$ cat config.mk
export PLATFORM = sky130hd
export DESIGN_NAME = noc_perfmon
export DESIGN_NICKNAME = d
export VERILOG_FILES = /design/src/rtl/noc_perfmon_pkg.sv /design/src/rtl/pm_event_route.sv /design/src/rtl/pm_event_counter.sv /design/src/rtl/pm_cycle_counter.sv /design/src/rtl/noc_perfmon.sv
export SDC_FILE = /design/constraint.sdc
export NUM_CORES = 2
export LEC_CHECK = 0
export CORE_MARGIN = 5
export CORE_UTILIZATION = 39
export CTS_CLUSTER_SIZE = 12
export DETAILED_ROUTE_END_ITERATION = 7
export GPL_TIMING_DRIVEN = 0
export PLACE_DENSITY_LB_ADDON = 0.15
export SLEW_MARGIN = 20
export SYNTH_ARGS = -nofsm -noshare
export SYNTH_HDL_FRONTEND = slang
export SYNTH_HIERARCHICAL = 1
export SYNTH_SLANG_ARGS = --single-unit
$ cat constraint.sdc
create_clock -name clk -period 9.8 [get_ports clk]
set_input_delay 2.45 -clock clk [delete_from_list [all_inputs] [get_ports clk]]
set_output_delay 2.45 -clock clk [all_outputs]
set_load 0.01 [all_outputs]
$ cat src/rtl/noc_perfmon_pkg.sv
package noc_perfmon_pkg;
    localparam int ADDR_W  = 12;
    localparam int DATA_W  = 32;
    localparam int TYPE_W  = 4;
    localparam int ID_W    = 9;
    localparam int TAG_W   = TYPE_W + ID_W;
    localparam int CYC_BIT = 31;

    localparam logic [ADDR_W-1:0] OFS_EVCNT  = 12'h200;
    localparam logic [ADDR_W-1:0] OFS_CYC_LO = 12'h2F8;
    localparam logic [ADDR_W-1:0] OFS_CYC_HI = 12'h2FC;
    localparam logic [ADDR_W-1:0] OFS_EVSEL  = 12'h400;
    localparam logic [ADDR_W-1:0] OFS_EN_SET = 12'hC00;
    localparam logic [ADDR_W-1:0] OFS_EN_CLR = 12'hC20;
    localparam logic [ADDR_W-1:0] OFS_IE_SET = 12'hC40;
    localparam logic [ADDR_W-1:0] OFS_IE_CLR = 12'hC60;
    localparam logic [ADDR_W-1:0] OFS_OV_CLR = 12'hC80;
    localparam logic [ADDR_W-1:0] OFS_OV_SET = 12'hCC0;
    localparam logic [ADDR_W-1:0] OFS_CFG    = 12'hE00;
    localparam logic [ADDR_W-1:0] OFS_CTRL   = 12'hE04;

    typedef struct packed {
        logic [TYPE_W-1:0] ntype;
        logic [ID_W-1:0]   nid;
    } node_tag_t;

    typedef enum logic [3:0] {
        RG_NONE, RG_EVCNT, RG_CYC_LO, RG_CYC_HI, RG_EVSEL,
        RG_EN_SET, RG_EN_CLR, RG_IE_SET, RG_IE_CLR,
        RG_OV_CLR, RG_OV_SET, RG_CFG, RG_CTRL
    } reg_kind_t;

    typedef struct packed {
        reg_kind_t  kind;
        logic [4:0] idx;
    } reg_sel_t;

    function automatic reg_sel_t decode_addr(input logic [ADDR_W-1:0] a, input int ncnt);
        reg_sel_t r;
        int ia;
        ia = int'(a);
        r.kind = RG_NONE;
        r.idx  = '0;
        if (ia >= int'(OFS_EVCNT) && ia < int'(OFS_EVCNT) + 8 * ncnt && ia[2:0] == 3'd0) begin
            r.kind = RG_EVCNT;
            r.idx  = 5'((ia - int'(OFS_EVCNT)) >> 3);
        end else if (ia >= int'(OFS_EVSEL) && ia < int'(OFS_EVSEL) + 4 * ncnt && ia[1:0] == 2'd0) begin
            r.kind = RG_EVSEL;
            r.idx  = 5'((ia - int'(OFS_EVSEL)) >> 2);
        end else begin
            case (a)
                OFS_CYC_LO: r.kind = RG_CYC_LO;
                OFS_CYC_HI: r.kind = RG_CYC_HI;
                OFS_EN_SET: r.kind = RG_EN_SET;
                OFS_EN_CLR: r.kind = RG_EN_CLR;
                OFS_IE_SET: r.kind = RG_IE_SET;
                OFS_IE_CLR: r.kind = RG_IE_CLR;
                OFS_OV_CLR: r.kind = RG_OV_CLR;
                OFS_OV_SET: r.kind = RG_OV_SET;
                OFS_CFG:    r.kind = RG_CFG;
                OFS_CTRL:   r.kind = RG_CTRL;
                default:    r.kind = RG_NONE;
            endcase
        end
        return r;
    endfunction
endpackage

$ cat src/rtl/pm_event_route.sv
module pm_event_route
    import noc_perfmon_pkg::*;
#(
    parameter int NUM_NODES = 4
) (
    input  logic [TAG_W-1:0]           sel,
    input  logic [NUM_NODES*TAG_W-1:0] node_tag,
    input  logic [NUM_NODES-1:0]       node_evt,
    output logic                       hit
);
    node_tag_t                 want;
    logic [NUM_NODES-1:0]      match;

    assign want = node_tag_t'(sel);

    for (genvar k = 0; k < NUM_NODES; k++) begin : g_node
        node_tag_t have;
        assign have     = node_tag_t'(node_tag[k*TAG_W +: TAG_W]);
        assign match[k] = node_evt[k] && (have.ntype == want.ntype) && (have.nid == want.nid);
    end

    assign hit = |match;
endmodule

$ cat src/rtl/pm_event_counter.sv
module pm_event_counter
    import noc_perfmon_pkg::*;
#(
    parameter int WIDTH = DATA_W
) (
    input  logic             clk,
    input  logic             rst,
    input  logic             clr,
    input  logic             wr_en,
    input  logic [WIDTH-1:0] wr_data,
    input  logic             inc,
    output logic [WIDTH-1:0] cnt,
    output logic             wrap
);
    always_ff @(posedge clk) begin
        if (rst || clr)  cnt <= '0;
        else if (wr_en)  cnt <= wr_data;
        else if (inc)    cnt <= cnt + WIDTH'(1);
    end

    assign wrap = inc && !clr && !wr_en && (cnt == '1);


    cnt_hold_chk: assert property (@(posedge clk) disable iff (rst)
        (!inc && !wr_en && !clr) |=> $stable(cnt));

    cnt_load_chk: assert property (@(posedge clk) disable iff (rst)
        (wr_en && !clr) |=> (cnt == $past(wr_data)));

    cnt_wrap_chk: assert property (@(posedge clk) disable iff (rst)
        wrap |=> (cnt == '0));
endmodule

$ cat src/rtl/pm_cycle_counter.sv
module pm_cycle_counter
    import noc_perfmon_pkg::*;
(
    input  logic              clk,
    input  logic              rst,
    input  logic              clr,
    input  logic              wr_lo,
    input  logic              wr_hi,
    input  logic [DATA_W-1:0] wdata,
    input  logic              inc,
    output logic [2*DATA_W-1:0] cnt,
    output logic              wrap
);
    always_ff @(posedge clk) begin
        if (rst || clr)  cnt <= '0;
        else if (wr_lo)  cnt[DATA_W-1:0] <= wdata;
        else if (wr_hi)  cnt[2*DATA_W-1:DATA_W] <= wdata;
        else if (inc)    cnt <= cnt + (2*DATA_W)'(1);
    end

    assign wrap = inc && !clr && !wr_lo && !wr_hi && (cnt == '1);


    cyc_step_chk: assert property (@(posedge clk) disable iff (rst)
        (inc && !clr && !wr_lo && !wr_hi) |=> (cnt == $past(cnt) + (2*DATA_W)'(1)));
endmodule

$ cat src/rtl/noc_perfmon.sv
module noc_perfmon
    import noc_perfmon_pkg::*;
#(
    parameter int NUM_CNT   = 8,
    parameter int NUM_NODES = 4
) (
    input  logic                       clk,
    input  logic                       rst,
    input  logic                       psel,
    input  logic                       penable,
    input  logic                       pwrite,
    input  logic [ADDR_W-1:0]          paddr,
    input  logic [DATA_W-1:0]          pwdata,
    output logic [DATA_W-1:0]          prdata,
    input  logic [NUM_NODES*TAG_W-1:0] node_tag,
    input  logic [NUM_NODES-1:0]       node_evt,
    output logic                       irq
);
    localparam int IDX_W = $clog2(NUM_CNT);
    localparam logic [DATA_W-1:0] IMPL_MASK =
        (32'h1 << CYC_BIT) | ((32'h1 << NUM_CNT) - 32'h1);
    localparam logic [DATA_W-1:0] CFG_VALUE = 32'(NUM_CNT) | 32'h100;

    reg_sel_t rs;
    logic     wr, clr_ev, clr_cyc, glob_q, cyc_wrap;
    logic [DATA_W-1:0] cen_q, ien_q, ovf_q, wmask, wrap_vec;
    logic [NUM_CNT-1:0][TAG_W-1:0]  sel_q;
    logic [NUM_CNT-1:0][DATA_W-1:0] evc;
    logic [NUM_CNT-1:0] ev_hit, ev_wrap;
    logic [2*DATA_W-1:0] cyc;

    assign rs      = decode_addr(paddr, NUM_CNT);
    assign wr      = psel && penable && pwrite;
    assign wmask   = pwdata & IMPL_MASK;
    assign clr_ev  = wr && (rs.kind == RG_CTRL) && pwdata[1];
    assign clr_cyc = wr && (rs.kind == RG_CTRL) && pwdata[2];

    for (genvar n = 0; n < NUM_CNT; n++) begin : g_cnt
        pm_event_route #(.NUM_NODES(NUM_NODES)) u_route (
            .sel(sel_q[n]), .node_tag(node_tag), .node_evt(node_evt), .hit(ev_hit[n])
        );
        pm_event_counter #(.WIDTH(DATA_W)) u_count (
            .clk(clk), .rst(rst), .clr(clr_ev),
            .wr_en(wr && (rs.kind == RG_EVCNT) && (rs.idx == 5'(n))),
            .wr_data(pwdata),
            .inc(glob_q && cen_q[n] && ev_hit[n]),
            .cnt(evc[n]), .wrap(ev_wrap[n])
        );
    end

    pm_cycle_counter u_cycle (
        .clk(clk), .rst(rst), .clr(clr_cyc),
        .wr_lo(wr && (rs.kind == RG_CYC_LO)),
        .wr_hi(wr && (rs.kind == RG_CYC_HI)),
        .wdata(pwdata),
        .inc(glob_q && cen_q[CYC_BIT]),
        .cnt(cyc), .wrap(cyc_wrap)
    );

    always_comb begin
        wrap_vec = '0;
        wrap_vec[NUM_CNT-1:0] = ev_wrap;
        wrap_vec[CYC_BIT]     = cyc_wrap;
    end

    always_ff @(posedge clk) begin
        if (rst) begin
            glob_q <= 1'b0;
            cen_q  <= '0;
            ien_q  <= '0;
            ovf_q  <= '0;
            sel_q  <= '0;
        end else begin
            if (wr && rs.kind == RG_CTRL)   glob_q <= pwdata[0];
            if (wr && rs.kind == RG_EN_SET) cen_q  <= cen_q | wmask;
            if (wr && rs.kind == RG_EN_CLR) cen_q  <= cen_q & ~wmask;
            if (wr && rs.kind == RG_IE_SET) ien_q  <= ien_q | wmask;
            if (wr && rs.kind == RG_IE_CLR) ien_q  <= ien_q & ~wmask;
            ovf_q <= (ovf_q & ~((wr && rs.kind == RG_OV_CLR) ? wmask : '0))
                   | ((wr && rs.kind == RG_OV_SET) ? wmask : '0)
                   | wrap_vec;
            for (int n = 0; n < NUM_CNT; n++) begin
                if (wr && rs.kind == RG_EVSEL && rs.idx == 5'(n))
                    sel_q[n] <= pwdata[TAG_W-1:0];
            end
        end
    end

    always_comb begin
        case (rs.kind)
            RG_EVCNT:             prdata = evc[rs.idx[IDX_W-1:0]];
            RG_EVSEL:             prdata = 32'(sel_q[rs.idx[IDX_W-1:0]]);
            RG_CYC_LO:            prdata = cyc[DATA_W-1:0];
            RG_CYC_HI:            prdata = cyc[2*DATA_W-1:DATA_W];
            RG_EN_SET, RG_EN_CLR: prdata = cen_q;
            RG_IE_SET, RG_IE_CLR: prdata = ien_q;
            RG_OV_CLR, RG_OV_SET: prdata = ovf_q;
            RG_CFG:               prdata = CFG_VALUE;
            RG_CTRL:              prdata = {31'b0, glob_q};
            default:              prdata = '0;
        endcase
    end

    assign irq = |(ovf_q & ien_q);


    en_clr_chk: assert property (@(posedge clk) disable iff (rst)
        (wr && rs.kind == RG_EN_CLR) |=> ((cen_q & $past(pwdata)) == '0));

    ovf_wrap_chk: assert property (@(posedge clk) disable iff (rst)
        (wrap_vec != '0) |=> ((ovf_q & $past(wrap_vec)) == $past(wrap_vec)));

    irq_quiet_chk: assert property (@(posedge clk) disable iff (rst)
        (ien_q == '0) |-> !irq);

    ev_reset_chk: assert property (@(posedge clk) disable iff (rst)
        clr_ev |=> (evc == '0));
endmodule

* Word-level counts from Yosys, hierarchy flattened *
Index checks and enable logic that the tools add are counted.

word-level totals
  register bits = 521
  input port bits = 105
  output and inout bits = 33
  word-level logic and storage cells = 374

operators by class
  add/sub/neg operators = 11
  $lt $le $gt $ge = 5
  equal/unequal tests = 103
  mux-type cells = 35
  bitwise gates (word level) = 11
  reduce and logical (&&, ||, !) cells = 187

operators with widths
  cell                                                                     count
  32-bit 2-to-1 mux                                                        26
  9-bit equality test                                                      32
  32-bit case mux with 9 select lines                                      1
  32-bit by 1-bit adder with 32-bit output, second input constant          8
  32-bit equality test, second input constant                              8
  1-bit logical AND                                                        144
  32-bit AND                                                               4
  4-bit equality test                                                      32
  32-bit OR                                                                4
  32-bit binary-select mux with 3-bit select                               1
  12-bit equality test, second input constant                              8
  64-bit by 1-bit adder with 64-bit output, second input constant          1
  64-bit equality test, second input constant                              1
  64-bit 2-to-1 mux                                                        1
  32-bit NOT                                                               2
  4-bit case mux with 10 select lines                                      1
  13-bit binary-select mux with 3-bit select                               1
  32-bit OR reduction                                                      1
  4-bit OR reduction                                                       8
  12-bit by 10-bit equality test with 1-bit output, second input constant  2
  2-bit nonzero test                                                       12
  4-bit equality test, second input constant                               5
  5-bit by 3-bit equality test with 1-bit output, second input constant    4
  4-bit by 3-bit equality test with 1-bit output, second input constant    4
  24 further kinds                                                         41

* Logic depth before layout (Yosys ltp) *
  word-level depth = 14
  mapped depth = 15
  depth with buffers taken out = 10

* Modules after synthesis *
Netlist, hierarchy kept.

modules (own cells, without submodules)
  module            instances  cells each  area each (um^2)  sequential area each (um^2)
  pm_event_counter  8          229         1848.0            640.6
  noc_perfmon       1          1281        8997.4            2642.5
  pm_event_route    8          86          679.4             0.0
  pm_cycle_counter  1          570         4294.1            1281.2

* Worst setup path after synthesis *
No wires, ideal clock.

  path kind = input port to output port
  from = input port paddr[1]
  to = output port prdata[0]
  arrival = 4.654 ns
  data required time = 7.350 ns
  setup slack = 2.696 ns
  cell stages on the path = 7
  buffers on the path = 1
  path through = or4b_4 -> or2_2 -> o22a_1 -> nor4_2 -> clkbuf_1 -> a211oi_1 -> nand3_1

between the ends
  word-level cells in the longest chain between the ends = 8
  elaborated cells between the ends (all ways) = 46

ends and longest elaborated chain
  element                                                                                                                            line                   RTL
  from (decl)                                                                                                                        noc_perfmon.sv:12      input logic [ADDR_W-1:0] paddr,
  12-bit by 11-bit greater-or-equal comparator with 1-bit output or 12-bit by 11-bit < comparator with 1-bit output (tied branches)  noc_perfmon_pkg.sv:47  end else if (ia >= int'(OFS_EVSEL) && ia < int'(OFS_EVSEL) + 4 * ncnt && ia[1:0] == 2'd0) begin
  1-bit logical AND (2 in a row)                                                                                                     noc_perfmon_pkg.sv:47
  5-bit 2-to-1 mux or 4-bit 2-to-1 mux (tied branches)                                                                               noc_perfmon_pkg.sv:47
  9-bit 2-to-1 mux (*)                                                                                                               noc_perfmon_pkg.sv:44  if (ia >= int'(OFS_EVCNT) && ia < int'(OFS_EVCNT) + 8 * ncnt && ia[2:0] == 3'd0) begin
  13-bit binary-select mux with 3-bit select (tied with other cells)                                                                 noc_perfmon.sv:92      RG_EVSEL: prdata = 32'(sel_q[rs.idx[IDX_W-1:0]]);
  13-bit 2-to-1 mux (implied by the code) (tied with other cells)                                                                    noc_perfmon.sv:92
  32-bit case mux with 9 select lines (*)                                                                                            noc_perfmon.sv:90      case (rs.kind)
  to (decl)                                                                                                                          noc_perfmon.sv:14      output logic [DATA_W-1:0] prdata,

Every way passes the cells marked *; elsewhere a longest branch is shown, timed or not. The select of a mux whose other input is x is not followed.

* Worst setup path after layout *
  from = input port paddr[10]
  to = output port prdata[21]

between the ends
  word-level cells in the longest chain between the ends = 8
  elaborated cells between the ends (all ways) = 40

ends and longest elaborated chain
  element                                                                                                                            line                                  RTL
  12-bit by 11-bit greater-or-equal comparator with 1-bit output or 12-bit by 11-bit < comparator with 1-bit output (tied branches)  noc_perfmon_pkg.sv:47
  1-bit logical AND (2 in a row)                                                                                                     noc_perfmon_pkg.sv:47
  5-bit 2-to-1 mux or 4-bit 2-to-1 mux (tied branches)                                                                               noc_perfmon_pkg.sv:47
  9-bit 2-to-1 mux (*)                                                                                                               noc_perfmon_pkg.sv:44
  32-bit binary-select mux with 3-bit select (tied with other cells)                                                                 noc_perfmon.sv:91                     RG_EVCNT: prdata = evc[rs.idx[IDX_W-1:0]];
  32-bit 2-to-1 mux (implied by the code) or 2-bit OR reduction (tied branches)                                                      noc_perfmon.sv:91, noc_perfmon.sv:90
  32-bit case mux with 9 select lines (*)                                                                                            noc_perfmon.sv:90

Marks and branches as above.

==> metrics.log <==
INFO  metric run_status = finished with violations
INFO  metric violations = setup timing
INFO  metric worst_clock_skew = 0.0329 ns
INFO  metric final.setup.worst_slack = -0.0933 ns
INFO  metric synth_area = 33500 sq um
INFO  metric grt_use_met3 = 10.3%
INFO  metric num_ports = 138
INFO  metric finalHoldWorstSlack = 0.485 ns
INFO  metric synth_area_per_cell = 7.67 sq um
INFO  metric dr.first_iter.drc_count = 5845
INFO  metric worst_setup_hold_path_clk_slew = 0.06 ns
INFO  metric yosys.cell_types.count = 94
INFO  metric grtUsageMet2 = 54.4%
INFO  metric worstPathArrival = 7.44 ns
INFO  metric predominant_post_synthesis_flop_cell = sky130_fd_sc_hd__dfxtp_1
INFO  metric relSlewSlack = 11.2%
INFO  metric largest_net_degree_at_the_start_of_global_routing = 16
INFO  metric wl_per_cell = 32.1 um
INFO  metric tritoncts.num_buffers = 54
INFO  metric cellLeakagePower = 12.0 nW
INFO  metric num_rows = 107
INFO  metric groute.layer.met1.usage = 51.4%
INFO  metric crit_slowest_cell = sky130_fd_sc_hd__nor3_1
INFO  metric placed_cells_incl_taps = 5661
INFO  metric die_w = 303 um
INFO  metric yosysSeqAreaShare = 27.0%
INFO  metric fp.dieH = 303 um
INFO  metric syn_inst = 4371
INFO  metric rsz0062_at_grt = true
INFO  metric post-route-drc-count = 0
INFO  metric fin_nets = 4687
INFO  metric globalRouteOverflowTotal = 0
INFO  metric synth_fp_nets = 4485
INFO  metric number_of_flops_mapped_to_enable_cells_by_yosys = 0
INFO  metric critical_path_buf_inv_count = 5
INFO  metric maximum_vdd_drop = 0.124 mV
INFO  metric worst_slew_pin_slew = 1.32 ns
INFO  metric ctsRootBufferMaster = sky130_fd_sc_hd__clkbuf_16
INFO  metric fin_cells = 5769
INFO  metric max_stage_delay = 0.66 ns
INFO  metric grt_pass1_wl = 258000 um
INFO  metric setup-violations-final = 4
INFO  metric finalInstanceArea = 38400 sq um
INFO  metric ys_async_sr_fraction = 0%
INFO  metric initial_antenna_violation_count = 19
INFO  metric fin_crit = 9.89 ns
INFO  metric detail_route.vias_per_cell = 6.51
INFO  metric critical_path.top_delay_family = buffers and inverters
INFO  metric fmax = 101 MHz
INFO  metric setup_tns = -0.274 ns
INFO  metric ctsHtreeMaxLevel = 2
INFO  metric fp.dieArea = 91900 sq um
INFO  metric grt_usage = 38.5%
INFO  metric critical_path.cell_chain = clkdlybuf4s50_1 > clkbuf_1 > and4bb_2 > a21oi_2 > or3_1 > clkbuf_1 > buf_2 > o22ai_1 > nor3_1 > o21ai_0 > nand2_1 > clkdlybuf4s50_1
INFO  metric synth.ff_latch_count = 452
INFO  metric syn2layout_area_growth = 14.4%
INFO  metric initial_utilization = 39.3%
INFO  metric core_box_area = 85300 sq um
INFO  metric tritoncts = built
INFO  metric timing.critical_path.to_type = output pin
INFO  metric vias = 37600
INFO  metric placedInstanceArea = 36400 sq um
INFO  metric finalHoldViolCount = 0
INFO  metric final_min_period_over_clock_period = 101%
INFO  metric synth_warnings = 6
INFO  metric crit_required = 7.35 ns
INFO  metric maxCapViolations = 0
INFO  metric most_congested_layer_reported_by_global_routing = met2
INFO  metric port_buffers = 136
INFO  metric worst_hold_path_type = flop to flop
INFO  metric detailedPlacementHpwl = 139000 um
INFO  metric timing_worst_setup_path_type = primary input to output pin
INFO  metric postRouteAntennaNets = 0
INFO  metric drive_above_1_share = 8.80%
INFO  metric detail_route.first_pass.iterations = 8
INFO  metric clock_path_buffers = 3
INFO  metric cts.sink_count = 452
INFO  metric grt_pass1_vias = 34400
INFO  metric worst_setup_path_start_kind = primary input
INFO  metric finish.utilization = 45.0%
INFO  metric drv_slew = 0
INFO  metric power.density = 115 nW/um^2
INFO  metric globalplace.congestion = 1.07
INFO  metric worstPathMaxFanout = 10
INFO  metric finalWirelength = 185000 um
INFO  metric cts.hold.buffers_added = 0
INFO  metric insertion_delay = 0.64 ns
## synth_stat cells (all sizes together) (38+ instances only)
master / number / share of area [%]
mux2i: 58 / 1.7
xnor2: 521 / 14
inv: 38 / 0.43
nor3: 100 / 1.5
nor2: 299 / 3.3
nand2: 453 / 5.1
o211ai: 45 / 1.0
buf: 128 / 2.8
o22ai: 76 / 1.7
and3: 106 / 2.0
o21ai: 250 / 3.7
xor2: 166 / 4.3
nand3: 169 / 2.8
clkbuf: 233 / 2.6
nor4: 129 / 3.4
nand4: 256 / 4.8
dfxtp: 452 / 27
a21oi: 390 / 5.8
## worst reg2reg max path, stage by stage (launching register included)
cell	delay [ns]
sky130_fd_sc_hd__dfxtp_1	0.47
sky130_fd_sc_hd__buf_4	0.22
sky130_fd_sc_hd__xnor2_1	0.12
sky130_fd_sc_hd__nand4_1	0.13
sky130_fd_sc_hd__nor4_1	0.40
sky130_fd_sc_hd__or4_1	0.32
sky130_fd_sc_hd__and3_1	0.42
sky130_fd_sc_hd__clkbuf_1	0.49
sky130_fd_sc_hd__nor4bb_1	0.35
sky130_fd_sc_hd__nand4_1	0.12
sky130_fd_sc_hd__nor4_1	0.88
sky130_fd_sc_hd__a21oi_1	0.06
sky130_fd_sc_hd__o21ai_0	0.18
## worst paths after layout
kind                                  to  depth (start not counted)  slack, ns                   start
setup / recovery              prdata[21]                         12      -0.09               paddr[10]
hold / removal    sel_q[18]$_SDFFE_PP0P_                          2       0.48  sel_q[18]$_SDFFE_PP0P_
setup reg to reg     ovf_q[7]$_SDFF_PP0_                         12       5.60  sel_q[95]$_SDFFE_PP0P_
hold reg to reg   sel_q[18]$_SDFFE_PP0P_                          2       0.48  sel_q[18]$_SDFFE_PP0P_
## final cells by class
class | instances | area (sq um)
fill | 8826 | 46900
multi-input combinational | 3520 | 22700
sequential | 452 | 9050
buffer | 361 | 1810
clock buffer | 82 | 1640
tap | 1144 | 1430
timing repair buffer | 146 | 1390
clock inverter | 17 | 193
inverter | 38 | 143
antenna | 9 | 22.5
## routing by layer
metal  routed length [um]  part of all wire [%]
met1                73500                    40
met2                73900                    40
met3                22800                    12
met4                15000                   8.1
met5                  185                  0.10
## logic make-up (layout without fill, tap and decap cells)
family,count (synthesis),count (layout),synth area share (%)
mux,77,77,2.37
xor+xnor,687,687,18.0
simple gates,1724,1724,27.8
other cells,0,9,0
fa+ha+maj,9,9,0.336
compound gates,1023,1023,18.8
buf+inv,399,644,5.81
flops,452,452,27.0
## state kept, by name, indices dropped and copies added (netlist names), named ones only
name	count
g_cnt.u_count/cnt	256
sel_q	104
u_cycle/cnt	64
ovf_q	9
glob_q	1
## stage by stage
stage	power (mW)	setup WS (ns)
6_report	4.41	-0.0933
5_1_grt	4.49	-0.0843
4_1_cts	4.40	0.0187
3_5_place_dp	2.29	-0.557
3_3_place_gp	2.29	-0.602
2_1_floorplan	2.04	2.70
## power breakdown
part,leakage (nW),total (mW),switching [mW],internal [mW]
Combinational,7.42,0.428,0.304,0.124
Sequential,3.64,1.84,0.00401,1.84
Clock,0.912,2.14,0.888,1.25
## what timing repair did
action,in CTS,in global routing
setup endpoints to repair,23,11
resized for setup,14,17
setup buffers,0,0
## placed cells by master, fill, tap and decap left out, types with 57 or more instances in the layout
master,synthesis,layout
sky130_fd_sc_hd__a21oi_1,389,387
sky130_fd_sc_hd__and3_1,106,106
sky130_fd_sc_hd__buf_4,96,98
sky130_fd_sc_hd__clkbuf_1,233,240
sky130_fd_sc_hd__clkbuf_16,0,57
sky130_fd_sc_hd__clkdlybuf4s50_1,0,107
sky130_fd_sc_hd__dfxtp_1,452,452
sky130_fd_sc_hd__mux2i_1,58,58
sky130_fd_sc_hd__nand2_1,453,453
sky130_fd_sc_hd__nand3_1,153,153
sky130_fd_sc_hd__nand4_1,255,255
sky130_fd_sc_hd__nor2_1,299,298
sky130_fd_sc_hd__nor3_1,99,91
sky130_fd_sc_hd__nor4_1,100,90
sky130_fd_sc_hd__o21ai_0,247,244
sky130_fd_sc_hd__o22ai_1,59,59
sky130_fd_sc_hd__xnor2_1,521,521
sky130_fd_sc_hd__xor2_1,166,166
No activity file was read; power rests on OpenSTA's default activity.
